`config.mk`:
```
export PLATFORM = sky130hd
export DESIGN_NAME = rx_out_fmt
export DESIGN_NICKNAME = d
export VERILOG_FILES = /design/src/rtl/rx_out_fmt_pkg.sv /design/src/rtl/rx_out_fmt_ctl.sv /design/src/rtl/rx_out_fmt_dp.sv /design/src/rtl/rx_out_fmt.sv
export SDC_FILE = /design/constraint.sdc
export NUM_CORES = 1
export LEC_CHECK = 0
export BUFFER_PORTS_ARGS = -buffer_cell sky130_fd_sc_hd__buf_2
export CAP_MARGIN = 20
export CORE_UTILIZATION = 40
export DETAILED_ROUTE_END_ITERATION = 12
export PLACE_DENSITY_LB_ADDON = 0.2
export SLEW_MARGIN = 20
export SYNTH_ARGS = -nofsm -noshare
export SYNTH_HDL_FRONTEND = slang
export SYNTH_SLANG_ARGS = --single-unit
```
`constraint.sdc`:
```
create_clock -name clk -period 0.8 [get_ports clk]
set_input_delay 0.12 -clock clk [delete_from_list [all_inputs] [get_ports clk]]
set_output_delay 0.12 -clock clk [all_outputs]
set_load 0.01 [all_outputs]
```
`src/rtl/rx_out_fmt_pkg.sv`:
```
package rx_out_fmt_pkg;
  // Parity coverage select encoding
  typedef enum logic [1:0] {
    PAR_OFF    = 2'b00,
    PAR_NARROW = 2'b01,
    PAR_WIDE   = 2'b10,
    PAR_WIDE2  = 2'b11
  } parSel_e;

  // Strobes from control to datapath
  typedef struct packed {
    logic selRaw;    // load raw code group instead of decoded byte
    logic parEn;     // parity generation enabled
    logic covLow;    // status bit 0 is covered by parity
    logic covHigh;   // upper status bits are covered by parity
  } fmtCtl_t;
endpackage

```
`src/rtl/rx_out_fmt_ctl.sv`:
```
module rx_out_fmt_ctl
  import rx_out_fmt_pkg::*;
(
  input  logic       bypassMode,
  input  logic [1:0] parSel,
  output fmtCtl_t    ctl
);
  logic isWide;
  logic isNarrow;

  always_comb begin
    isWide   = parSel[1];
    isNarrow = (parSel == PAR_NARROW);
    ctl.selRaw  = bypassMode;
    ctl.parEn   = (parSel != PAR_OFF);
    // Wide set covers every status bit in both modes.
    // Narrow set in bypass still covers the two raw-bit status positions.
    ctl.covLow  = isWide;
    ctl.covHigh = isWide | (isNarrow & bypassMode);
  end
endmodule

```
`src/rtl/rx_out_fmt_dp.sv`:
```
module rx_out_fmt_dp
  import rx_out_fmt_pkg::*;
#(
  parameter int DATA_W = 8,
  parameter int STAT_W = 3
) (
  input  logic              clk,
  input  logic              rstN,
  input  fmtCtl_t           ctl,
  input  logic [DATA_W-1:0] decByte,
  input  logic [STAT_W-1:0] decStat,
  input  logic [DATA_W+STAT_W-2:0] rawChar,
  input  logic              frameHit,
  output logic [DATA_W-1:0] dataOut,
  output logic [STAT_W-1:0] statOut,
  output logic              parOut
);
  localparam int WORD_W = DATA_W + STAT_W;

  logic [WORD_W-1:0] nextWord;
  logic [STAT_W-1:0] statMask;
  logic [WORD_W-1:0] covered;
  logic              nextPar;

  // Per-bit status coverage: bit 0 is the flag position, the rest are upper
  for (genvar gi = 0; gi < STAT_W; gi++) begin : g_mask
    if (gi == 0) begin : g_low
      assign statMask[gi] = ctl.covLow;
    end else begin : g_high
      assign statMask[gi] = ctl.covHigh;
    end
  end

  always_comb begin
    nextWord = ctl.selRaw ? {rawChar, frameHit} : {decByte, decStat};
    covered  = {nextWord[WORD_W-1:STAT_W], nextWord[STAT_W-1:0] & statMask};
    nextPar  = ctl.parEn & ~(^covered);
  end

  always_ff @(posedge clk or negedge rstN) begin
    if (!rstN) begin
      dataOut <= '0;
      statOut <= '0;
      parOut  <= 1'b0;
    end else begin
      dataOut <= nextWord[WORD_W-1:STAT_W];
      statOut <= nextWord[STAT_W-1:0];
      parOut  <= nextPar;
    end
  end
endmodule

```
`src/rtl/rx_out_fmt.sv`:
```
module rx_out_fmt
  import rx_out_fmt_pkg::*;
(
  input  logic       clk,
  input  logic       rstN,
  input  logic       bypassMode,
  input  logic [7:0] decByte,
  input  logic [2:0] decStat,
  input  logic [9:0] rawChar,
  input  logic       frameHit,
  input  logic [1:0] parSel,
  output logic [7:0] dataOut,
  output logic [2:0] statOut,
  output logic       parOut
);
  fmtCtl_t ctl;

  rx_out_fmt_ctl u_ctl (
    .bypassMode (bypassMode),
    .parSel     (parSel),
    .ctl        (ctl)
  );

  rx_out_fmt_dp #(.DATA_W(8), .STAT_W(3)) u_dp (
    .clk      (clk),
    .rstN     (rstN),
    .ctl      (ctl),
    .decByte  (decByte),
    .decStat  (decStat),
    .rawChar  (rawChar),
    .frameHit (frameHit),
    .dataOut  (dataOut),
    .statOut  (statOut),
    .parOut   (parOut)
  );
endmodule

```
# Word level (Yosys, flattened, before mapping)

Index checks and enable logic that the tools add are counted.

Output and inout bits: 12
Word-level logic and storage cells: 12
Register bits: 12
Input bits: 27

Mux-type cells: 1
Eq/ne operators: 1
Reductions and logical operators: 2
Bitwise gates (word level): 5

Operator list:

| kind                 | number |
|---|---|
| $mux W11             | 1 |
| $reduce_xor A11 Y1   | 1 |
| $and A3 B3 Y3        | 1 |
| $and A1 B1 Y1        | 2 |
| $eq A2 B1 Y1 const B | 1 |
| $reduce_bool A2 Y1   | 1 |
| $not A1 Y1           | 1 |
| $or A1 B1 Y1         | 1 |

# Longest topological paths before layout

Gate-level depths: netlist of the first run.

Word-level depth: 7
Mapped depth: 5
Depth with buffers taken out: 5

# Cells and area by module

Synthesis of the first run repeated with hierarchy kept, for this count alone.

Cell total of the unflattened synthesis: 51
Area total of the unflattened synthesis: 656.9 um2

Modules (own cells, without submodules):

| module         | times used | area an instance (um2) | seq. area each (um2) | cells each |
|---|---|---|---|---|
| rx_out_fmt_dp  | 1          | 626.9                  | 300.3                | 47 |
| rx_out_fmt_ctl | 1          | 30.0                   | 0.0                  | 4 |

# Worst setup path after synthesis of the first run

OpenSTA, ideal clock, no wires.

Path kind: input-to-reg
From: input port bypassMode
To: register u_dp.parOut
Slack: -648 ps
Arrival time: 1365 ps
Stages: 5
Setup time: 82 ps
Cell sequence: mux2_2 > xor2_1 > xnor3_1 > xor3_1 > o22ai_1

Cells in the longest elaborated chain, start to end: 6

RTL lines:

| what                 | line                 | source |
|---|---|---|
| from (decl)          | rx_out_fmt.sv:6      | `input logic bypassMode,` |
| $and A1 B1 Y1        | rx_out_fmt_ctl.sv:19 | `ctl.covHigh = isWide \| (isNarrow & bypassMode);` |
| $or A1 B1 Y1         | rx_out_fmt_ctl.sv:19 |  |
| $and A3 B3 Y3        | rx_out_fmt_dp.sv:36  | `covered = {nextWord[WORD_W-1:STAT_W], nextWord[STAT_W-1:0] & statMask};` |
| $reduce_xor A11 Y1 * | rx_out_fmt_dp.sv:37  | `nextPar = ctl.parEn & ~(^covered);` |
| $not A1 Y1 *         | rx_out_fmt_dp.sv:37  |  |
| $and A1 B1 Y1 *      | rx_out_fmt_dp.sv:37  |  |
| net u_dp.nextPar     | rx_out_fmt_dp.sv:23  | `logic nextPar;` |
| to (signal assigned) | rx_out_fmt_dp.sv:48  | `parOut <= nextPar;` |
| to (decl)            | rx_out_fmt_dp.sv:16  | `output logic parOut` |

Mark *: on every way through the listed nets, which the timed path passes. The rest lies on a longest branch.

# Worst setup path after layout of the first run

From: input port bypassMode
To: register u_dp.parOut

RTL lines:

| what                 | line                | source |
|---|---|---|
| $mux W11             | rx_out_fmt_dp.sv:35 | `nextWord = ctl.selRaw ? {rawChar, frameHit} : {decByte, decStat};` |
| net u_dp.nextWord[0] | rx_out_fmt_dp.sv:20 | `logic [WORD_W-1:0] nextWord;` |
| $and A3 B3 Y3        | rx_out_fmt_dp.sv:36 |  |
| $reduce_xor A11 Y1   | rx_out_fmt_dp.sv:37 |  |
| $not A1 Y1           | rx_out_fmt_dp.sv:37 |  |
| $and A1 B1 Y1        | rx_out_fmt_dp.sv:37 |  |
| net u_dp.nextPar     | rx_out_fmt_dp.sv:23 |  |

The timed path passes the listed nets, and every way through them passes these cells.

==> results_dict.tcl, run 1 <==
set metrics [dict create \
    max-slew-margin-rel_pct 81.6 \
    cts_max_level 1 \
    gp_congestion 0.720 \
    hold_path_class "primary input to flip-flop" \
    stdcell_count 103 \
    fp.dieH_um 41.5 \
    antenna_left 0 \
    status "finished, violations left" \
    min_period_ns 1.38 \
    multiInputGateArea_um2 319 \
    drive_gt1_share_pct 65.9 \
    core_area_um2 1370 \
    arrival_ns 1.57 \
    antenna_cells 0 \
    die_w_um 41.5 \
    clk_pin_slew_ns 0.08 \
    ir_worst_vdd_mv 1.09 \
    drt_iter0_drc 3 \
    synthArstFlopShare_pct 100 \
    final_max_slew_viol_count 0 \
    routedWlPerCell_um 12.2 \
    rsz0062_at_grt "true" \
    firstDrtPassIters 2 \
    syn_area_um2 623 \
    hold_viol_final 0 \
    synth_flop_cell "dfrtp_1" \
    p_leak_nw 0.504 \
    yosysTopAreaCellShare_pct 48.2 \
    maxCapViolCount 0 \
    cts_buffers 3 \
    finalWirelength_um 1260 \
    yosys-top-cells-area "dfrtp_1 (48%), mux2_2 (20%), xor3_1 (7.6%)" \
    fmax_mhz 727 \
    failed_checks "negative setup slack" \
    synth-seq-cells 12 \
    track_usage_pct 16.8 \
    viasPerCell 4.67 \
    slowest_stage "xnor3_1" \
    pre_cts_slack_ns -0.914 \
    cts_sinks 12 \
    cp-startpoint "bypassMode" \
    synth_cells 41 \
    synth_seq_area_share_pct 48.2 \
    cp-start-kind "primary input" \
    nets 116 \
    fillers 103 \
    synth_edf_count 0 \
    cts_tree "done" \
    cp-end-kind "flip-flop" \
    required_ns 0.99 \
    crit_type "primary input to flip-flop" \
    cp_cell_sequence "buf_8, buf_6, mux2_4, xnor3_1, xor3_1, o22ai_1" \
    grt_overflow 0 \
    worst_pin_slew_ns 0.277 \
    grt_max_degree 13 \
    regArea_um2 300 \
    crit_path_max_incr_delay_ns 0.40 \
    p_per_area_nw_per_um2 1870 \
    start_util_pct 45.6 \
    vias 481 \
    synth_common_cells "dfrtp_1 (12), mux2_2 (11), xor2_1 (4), xnor2_1 (3)" \
    drcViolationCount 0 \
    grt_first_pass_wirelength_um 2190 \
    hold_start "parSel[0]" \
    port_buffers 38 \
    avgSynthCellArea_um2 15.2 \
    yosysUniqueCellTypes 11 \
    yosysWarningCount 0 \
    path_max_fanout 5 \
    timing.final.ws_setup_ns -0.576 \
    syn2layout_area_growth_pct 49.2 \
    clk_path_buf_depth 2 \
    die-area_um2 1720 \
    io_pins 39 \
    setup_viol 13 \
    yosys.area.top_type "dfrtp_1" \
    yosysMostFrequentCell "dfrtp_1" \
    cts-root-buf "clkbuf_4" \
    syn_nets 68 \
    grt_pass1_vias 536 \
    dp_cells 97 \
    antenna_found_initial 0 \
    hpwl_um 986 \
    placementRows 13 \
    period_share_pct 172 \
]
cell families (layout without fill, tap and decap cells):
| kind of cell | after synthesis | in the layout | synth area share, % |
|---|---|---|---|
| mux | 13 | 13 | 23.1 |
| xor+xnor | 11 | 11 | 24.7 |
| flops | 12 | 12 | 48.2 |
| compound gates | 1 | 1 | 1.00 |
| simple gates | 2 | 2 | 1.21 |
| buf+inv | 2 | 49 | 1.81 |
critical path, delay by kind of cell:
family,cells,cell delay [ns]
AOI/OAI and AO/OA,1,0.17
muxes,1,0.30
buffers and inverters,2,0.23
xor gates and xnor gates,2,0.76
path summary, 6_finish.rpt:
check | end | slack, ns | depth (start not counted)
worst max-delay path | u_dp.parOut | -0.58 | 6
worst min-delay path | u_dp.parOut | 0.09 | 3
max in group asynchronous | u_dp.dataOut[6] | 0.32 | 2
min in group asynchronous | u_dp.dataOut[0] | 0.26 | 2
per-stage QoR:
stage | cell area, µm² | power, mW | setup TNS, ns | hold slack, ns | utilization, %
3_5_place_dp | 855 | 1.26 | -1.64 | 0.0162 | 62.5
2_1_floorplan | 623 | 1.06 | -0.648 | -0.176 | -
6_report | 930 | 1.74 | -1.53 | 0.0913 | 68.0
3_3_place_gp | 855 | 1.25 | -1.53 | 0.0130 | 62.5
4_1_cts | 930 | 1.76 | -1.68 | 0.0823 | 68.0
5_1_grt | 930 | 1.83 | -1.95 | 0.0868 | 68.0
routing by layer:
metal	track usage, %	part of all wire [%]	vias to the layer above
met5	0	0	-
met4	5.81	0	0
met3	4.78	7.3	0
met2	28.4	53	22
met1	20.5	40	225
li1	-	-	234
state kept, by name (all words and copies together), names as in the netlist:
| signal | count |
|---|---|
| u_dp.statOut | 3 |
| u_dp.dataOut | 8 |
| u_dp.parOut | 1 |
area by class of cell:
type | instances | area share, %
multi-input combinational | 27 | 34.3
inverter | 1 | 0.404
tap | 15 | 2.02
sequential | 12 | 32.3
timing repair buffer | 44 | 27.1
clock buffer | 4 | 3.90
placed cells by master (no fill, tap or decap), types with 3 or more instances in the layout:
cell type   n
buf_2      37
dfrtp_1    12
mux2_2      9
xor2_1      4
buf_4       4
xnor2_1     3
clkbuf_4    3
timing repair:
action | in CTS | in global routing
hold buffers | 1 | 0
hold endpoints to repair | 12 | 0
pin swaps | 4 | 0
setup endpoints to repair | 13 | 13
gates resized for setup | 6 | 0
buffers inserted | 1 | 0
power breakdown:
| group | switching, mW | internal, mW | leakage [nW] |
|---|---|---|---|
| Combinational | 0.210 | 0.362 | 0.343 |
| Sequential | 0.0172 | 0.673 | 0.141 |
| Clock | 0.198 | 0.276 | 0.0210 |
Power figures use the tool's default switching activity.
==> run 2, diff against run 1 <==
--- a/config.mk
+++ b/config.mk
@@ -8,8 +8,9 @@
 export BUFFER_PORTS_ARGS = -buffer_cell sky130_fd_sc_hd__buf_2
 export CAP_MARGIN = 20
 export CORE_UTILIZATION = 40
+export CTS_CLUSTER_DIAMETER = 100
 export DETAILED_ROUTE_END_ITERATION = 12
-export PLACE_DENSITY_LB_ADDON = 0.2
+export PLACE_DENSITY = 0.76
 export SLEW_MARGIN = 20
 export SYNTH_ARGS = -nofsm -noshare
 export SYNTH_HDL_FRONTEND = slang
==> run 2 against run 1 <==
The run still ends with negative setup slack left; critical path type unchanged; setup slack better by 0.060 ns; largest power group unchanged; first-iteration DRC count up 33%; cell area up 3.9%; sequential cell count unchanged; non-clock buffer count up 3.
==> results_dict.tcl, run 2 (synthesized netlist as in run 1, its figures left out) <==
set metrics [dict create \
    rsz0062_at_grt "true" \
    hold_path_class "primary input to flip-flop" \
    drcViolationCount 0 \
    fillers 118 \
    min_period_ns 1.32 \
    cts_buffers 3 \
    arrival_ns 1.51 \
    maxCapViolCount 0 \
    fp.dieH_um 41.5 \
    track_usage_pct 16.6 \
    crit_type "primary input to flip-flop" \
    gp_congestion 0.717 \
    p_leak_nw 0.529 \
    p_per_area_nw_per_um2 1810 \
    hold_start "parSel[0]" \
    top_register "u_dp.dataOut" \
    multiInputGateArea_um2 328 \
    dpl_cell_area_um2 855 \
    fmax_mhz 760 \
    final_max_slew_viol_count 0 \
    grt_first_pass_wirelength_um 2170 \
    cts_sinks 12 \
    cts-root-buf "clkbuf_4" \
    placementRows 13 \
    failed_checks "negative setup slack" \
    cp-start-kind "primary input" \
    m1WireLength_um 485 \
    grt_overflow 0 \
    io_pins 39 \
    cp-startpoint "bypassMode" \
    largest_registers "u_dp.dataOut: 8 flops, u_dp.statOut: 3 flops, u_dp.parOut: 1 flops" \
    worst_pin_slew_ns 0.278 \
    drive_gt1_share_pct 68.1 \
    start_util_pct 45.6 \
    regArea_um2 300 \
    antenna_found_initial 0 \
    finalWirelength_um 1280 \
    grt_max_degree 13 \
    hpwl_um 966 \
    cp-end-kind "flip-flop" \
    setup_viol 13 \
    mostFrequentLayoutCells "buf_2 (37), dfrtp_1 (12), mux2_2 (7), buf_4 (7)" \
    die-area_um2 1720 \
    firstDrtPassIters 2 \
    route.met3.wl_um 99 \
    grt_pass1_vias 521 \
    tns_ns -1.47 \
    dr_wl_met2_um 690 \
    power_mw 1.75 \
    drt_iter0_drc 4 \
    period_share_pct 165 \
    max-slew-margin-rel_pct 81.4 \
    viasPerCell 4.66 \
    antenna_left 0 \
    top_layer_used "met3" \
    cts_tree "done" \
    die_w_um 41.5 \
    path_max_fanout 6 \
    syn2layout_area_growth_pct 55.0 \
    clk_pin_slew_ns 0.07 \
    antenna_cells 0 \
    required_ns 0.99 \
    core_area_um2 1370 \
    nets 119 \
    final_area_um2 966 \
    largest_register_ffs 8 \
    cts_max_level 1 \
    clk_path_buf_depth 2 \
    ir_worst_vdd_mv 1.35 \
    vias 494 \
    status "finished, violations left" \
    timing.final.ws_setup_ns -0.516 \
    hold_viol_final 0 \
    holdWs_ns 0.0956 \
    setup.worst_path.end "u_dp.parOut" \
    pre_cts_slack_ns -0.894 \
    port_buffers 38 \
    routedWlPerCell_um 12.0 \
    final_common_cell "buf_2" \
]
==> run 2: cell count changes in the layout (fill, tap and decap cells not counted), sizes merged <==
cell	before	now
buf	43	46
==> run 2: worst max-delay path: stages <==
cell and delay, ns:
buf_12 0.11, mux2_4 0.30, xor2_1 0.17, xnor3_2 0.30
xor3_1 0.35, o22ai_1 0.15
==> run 2: stage by stage <==
stage	std cells	util [%]
2_1_floorplan	41	-
3_3_place_gp	97	62.5
3_5_place_dp	97	62.5
4_1_cts	104	68.6
5_1_grt	106	70.7
6_report	106	70.7
==> run 2: worst min-delay path by stage <==
stage | cells after the start | slack [ns] | endpoint
6_report | 3 | 0.1 | u_dp.parOut
4_1_cts | 3 | 0.08 | u_dp.parOut
2_1_floorplan | 0 | -0.18 | u_dp.dataOut[0]
5_1_grt | 2 | 0.08 | u_dp.statOut[0]
3_3_place_gp | 1 | 0.01 | u_dp.dataOut[7]
3_5_place_dp | 1 | 0.01 | u_dp.dataOut[3]
==> run 2: layer usage <==
metal  track usage [%]  vias to the layer above
li1                  -                      240
met1              17.3                      227
met2              30.9                       27
met3              5.22                        0
met4              5.81                        0
met5                 0                        -
==> run 2: cell type report <==
| cell class | instances | share of cell area, % |
|---|---|---|
| Clock buffer | 4 | 3.76 |
| Multi-Input combinational cell | 27 | 33.9 |
| Inverter | 1 | 0.389 |
| Timing Repair Buffer | 47 | 28.9 |
| Tap cell | 15 | 1.94 |
| Sequential cell | 12 | 31.1 |
==> run 2: timing repair <==
item / in CTS / in global routing
gates resized for setup: 6 / 4
setup endpoints to repair: 13 / 13
setup buffers: 2 / 2
pin swaps: 4 / 4
hold buffers: 1 / 0
endpoints found under the hold margin: 12 / 0
==> run 2: report_power, final <==
part | leakage [nW] | internal (mW) | switching (mW)
Clock | 0.0210 | 0.276 | 0.194
Sequential | 0.141 | 0.673 | 0.0168
Combinational | 0.368 | 0.383 | 0.209
==> run 3, diff against run 2 <==
--- a/config.mk
+++ b/config.mk
@@ -7,10 +7,11 @@
 export LEC_CHECK = 0
 export BUFFER_PORTS_ARGS = -buffer_cell sky130_fd_sc_hd__buf_2
 export CAP_MARGIN = 20
-export CORE_UTILIZATION = 40
+export CORE_UTILIZATION = 36
+export CTS_BUF_LIST = sky130_fd_sc_hd__clkbuf_16
 export CTS_CLUSTER_DIAMETER = 100
 export DETAILED_ROUTE_END_ITERATION = 12
-export PLACE_DENSITY = 0.76
+export PLACE_DENSITY_LB_ADDON = 0.25
 export SLEW_MARGIN = 20
 export SYNTH_ARGS = -nofsm -noshare
 export SYNTH_HDL_FRONTEND = slang
==> constraint.sdc (replaced) <==
create_clock -name clk -period 1.2 [get_ports clk]
set_input_delay 0.18 -clock clk [delete_from_list [all_inputs] [get_ports clk]]
set_output_delay 0.18 -clock clk [all_outputs]
set_load 0.01 [all_outputs]
==> run 3 against run 2 <==
The flow finishes with violations (design-rule violations, negative setup slack); clock power up 30%; die area is 11% higher; wire length rose by 2.2%; global-route usage decreased by 0.64 points; cell area up 1.7%; via count down 3.6%; worst hold slack better by 0.091 ns; sequential power decreased by 33%; cell count shrank 2.8%; critical path depth unchanged; first-iteration DRC count rose to 2.5 times the previous value; total power down 17%; critical path type unchanged; largest cell class unchanged.
==> results_dict.tcl, run 3 (synthesized netlist as in run 1, its figures left out) <==
set metrics [dict create \
    worst_pin_slew_ns 0.281 \
    start_util_pct 40.0 \
    placementRows 14 \
    clkPwrFrac_pct 42.0 \
    vias 476 \
    min_period_ns 1.39 \
    p_leak_nw 0.522 \
    firstDrtPassIters 8 \
    status "finished, violations left" \
    track_usage_pct 16.0 \
    grt_pass1_vias 518 \
    drcViolationCount 4 \
    final_core_util_pct 63.0 \
    drive_gt1_share_pct 65.5 \
    intPower_mw 1.13 \
    maxCapViolCount 0 \
    crit_type "primary input to flip-flop" \
    antenna_found_initial 0 \
    p_per_area_nw_per_um2 1480 \
    final_common_cell "buf_2" \
    combPwrFrac_pct 26.5 \
    cp-start-kind "primary input" \
    grt_first_pass_wirelength_um 2130 \
    cp_cell_sequence "buf_8, mux2_4, xor2_2, xnor3_1, xor3_1, o22ai_1" \
    crit_path_max_incr_delay_ns 0.36 \
    cts_sinks 12 \
    period_share_pct 116 \
    clk_path_buf_depth 2 \
    top_register "u_dp.dataOut" \
    routedWlPerCell_um 12.7 \
    cts-root-buf "clkbuf_16" \
    slowest_stage "xor3_1" \
    dpl_cell_area_um2 868 \
    setup_viol 1 \
    largest_register_ffs 8 \
    cts_buffers 3 \
    ir_worst_vdd_mv 0.861 \
    max-slew-margin-rel_pct 81.3 \
    port_buffers 38 \
    hold_path_class "primary input to flip-flop" \
    final_max_slew_viol_count 0 \
    fp.dieH_um 43.6 \
    io_pins 39 \
    finalWirelength_um 1300 \
    failed_checks "design-rule violations, negative setup slack" \
    antenna_left 0 \
    cts_tree "done" \
    rsz0062_at_grt "true" \
    core_area_um2 1560 \
    fillers 112 \
    p_seq_share_pct 31.5 \
    die-area_um2 1900 \
    hold_viol_final 0 \
    p_sw_share_pct 22.1 \
    multiInputGateArea_um2 327 \
    clk_pin_slew_ns 0.04 \
    cp-end-kind "flip-flop" \
    mostFrequentLayoutCells "buf_2 (37), dfrtp_1 (12), mux2_2 (9)" \
    arrival_ns 1.56 \
    fmax_mhz 717 \
    required_ns 1.36 \
    antenna_cells 0 \
    cpLargestDelayFamily "XOR/XNOR gates" \
    cts_max_level 1 \
    die_w_um 43.6 \
    grt_max_degree 13 \
    final_area_um2 982 \
    drt_iter0_drc 10 \
    largest_registers "u_dp.dataOut: 8 flops, u_dp.statOut: 3 flops, u_dp.parOut: 1 flops" \
    grt_overflow 0 \
    timing.final.ws_setup_ns -0.194 \
    syn2layout_area_growth_pct 57.6 \
    gp_congestion 0.647 \
    regArea_um2 300 \
    nets 115 \
    viasPerCell 4.62 \
    p_sw_mw 0.322 \
    crit_buf_inv 1 \
    path_max_fanout 5 \
]
[run 3: cell count changes in the layout (fill, tap and decap cells not counted)]
cell,before,now
clkbuf_8,1,0
xnor3_1,1,2
buf_4,7,3
mux2_2,7,9
buf_8,0,1
mux2_4,4,2
xor2_1,4,3
clkbuf_16,0,3
clkinv_1,0,1
buf_6,1,0
xnor3_2,1,0
clkbuf_4,3,0
xor2_2,0,1
[run 3: power groups by stage]
stage	clock network (mW)	registers (mW)	logic, mW
after floorplan	0	0.494	0.215
after global placement	0	0.467	0.370
after detailed placement	0	0.465	0.375
after CTS	0.623	0.459	0.387
after global routing	0.650	0.463	0.422
final	0.612	0.459	0.385
[run 3: stage by stage]
stage	cells	hold WS, ns	worst slack [ns]	setup TNS [ns]	power (mW)
global route	103	0.194	-0.263	-0.263	1.53
global placement	98	0.0736	-0.499	-0.499	0.837
finish	103	0.186	-0.194	-0.194	1.46
floorplan	41	-0.116	-0.308	-0.308	0.709
CTS	103	0.183	-0.203	-0.203	1.47
detailed placement	98	0.0765	-0.537	-0.537	0.840
[run 3: routing by layer]
layer	vias up	global-route usage, %	wire (µm)
met2	30	25.7	612
li1	232	-	-
met3	4	5.83	150
met4	0	11.9	27
met5	-	0	0
met1	210	17.1	514
[run 3: area by class of cell]
class / instances / area share [%]
inverter: 1 / 0.382
tap: 16 / 2.04
timing repair buffer: 43 / 25.7
clock buffer: 3 / 7.64
multi-input combinational: 27 / 33.2
sequential: 12 / 30.6
clock inverter: 1 / 0.382
[run 3: path summary, 6_finish.rpt]
path                            start              end  slack [ns]  cells after the start
max in group asynchronous        rstN  u_dp.dataOut[5]        0.61                      2
min in group asynchronous        rstN  u_dp.dataOut[3]        0.37                      2
setup / recovery           bypassMode      u_dp.parOut       -0.19                      6
hold / removal              parSel[0]      u_dp.parOut        0.19                      3
[run 3: timing repair]
action | in CTS | in global routing
setup endpoints to repair | 1 | 1
pin swaps | 1 | 1
resized for setup | 5 | 1
gates cloned | 0 | 0
hold buffers | 1 | 0
hold endpoints to repair | 12 | 0
buffers inserted | 0 | 0
[run 3: worst min-delay path: cells and delay by family]
kind / cells / cell delay [ns]
AOI/OAI and AO/OA: 1 / 0.06
and+or+nand+nor: 1 / 0.04
buffers and inverters: 1 / 0.10
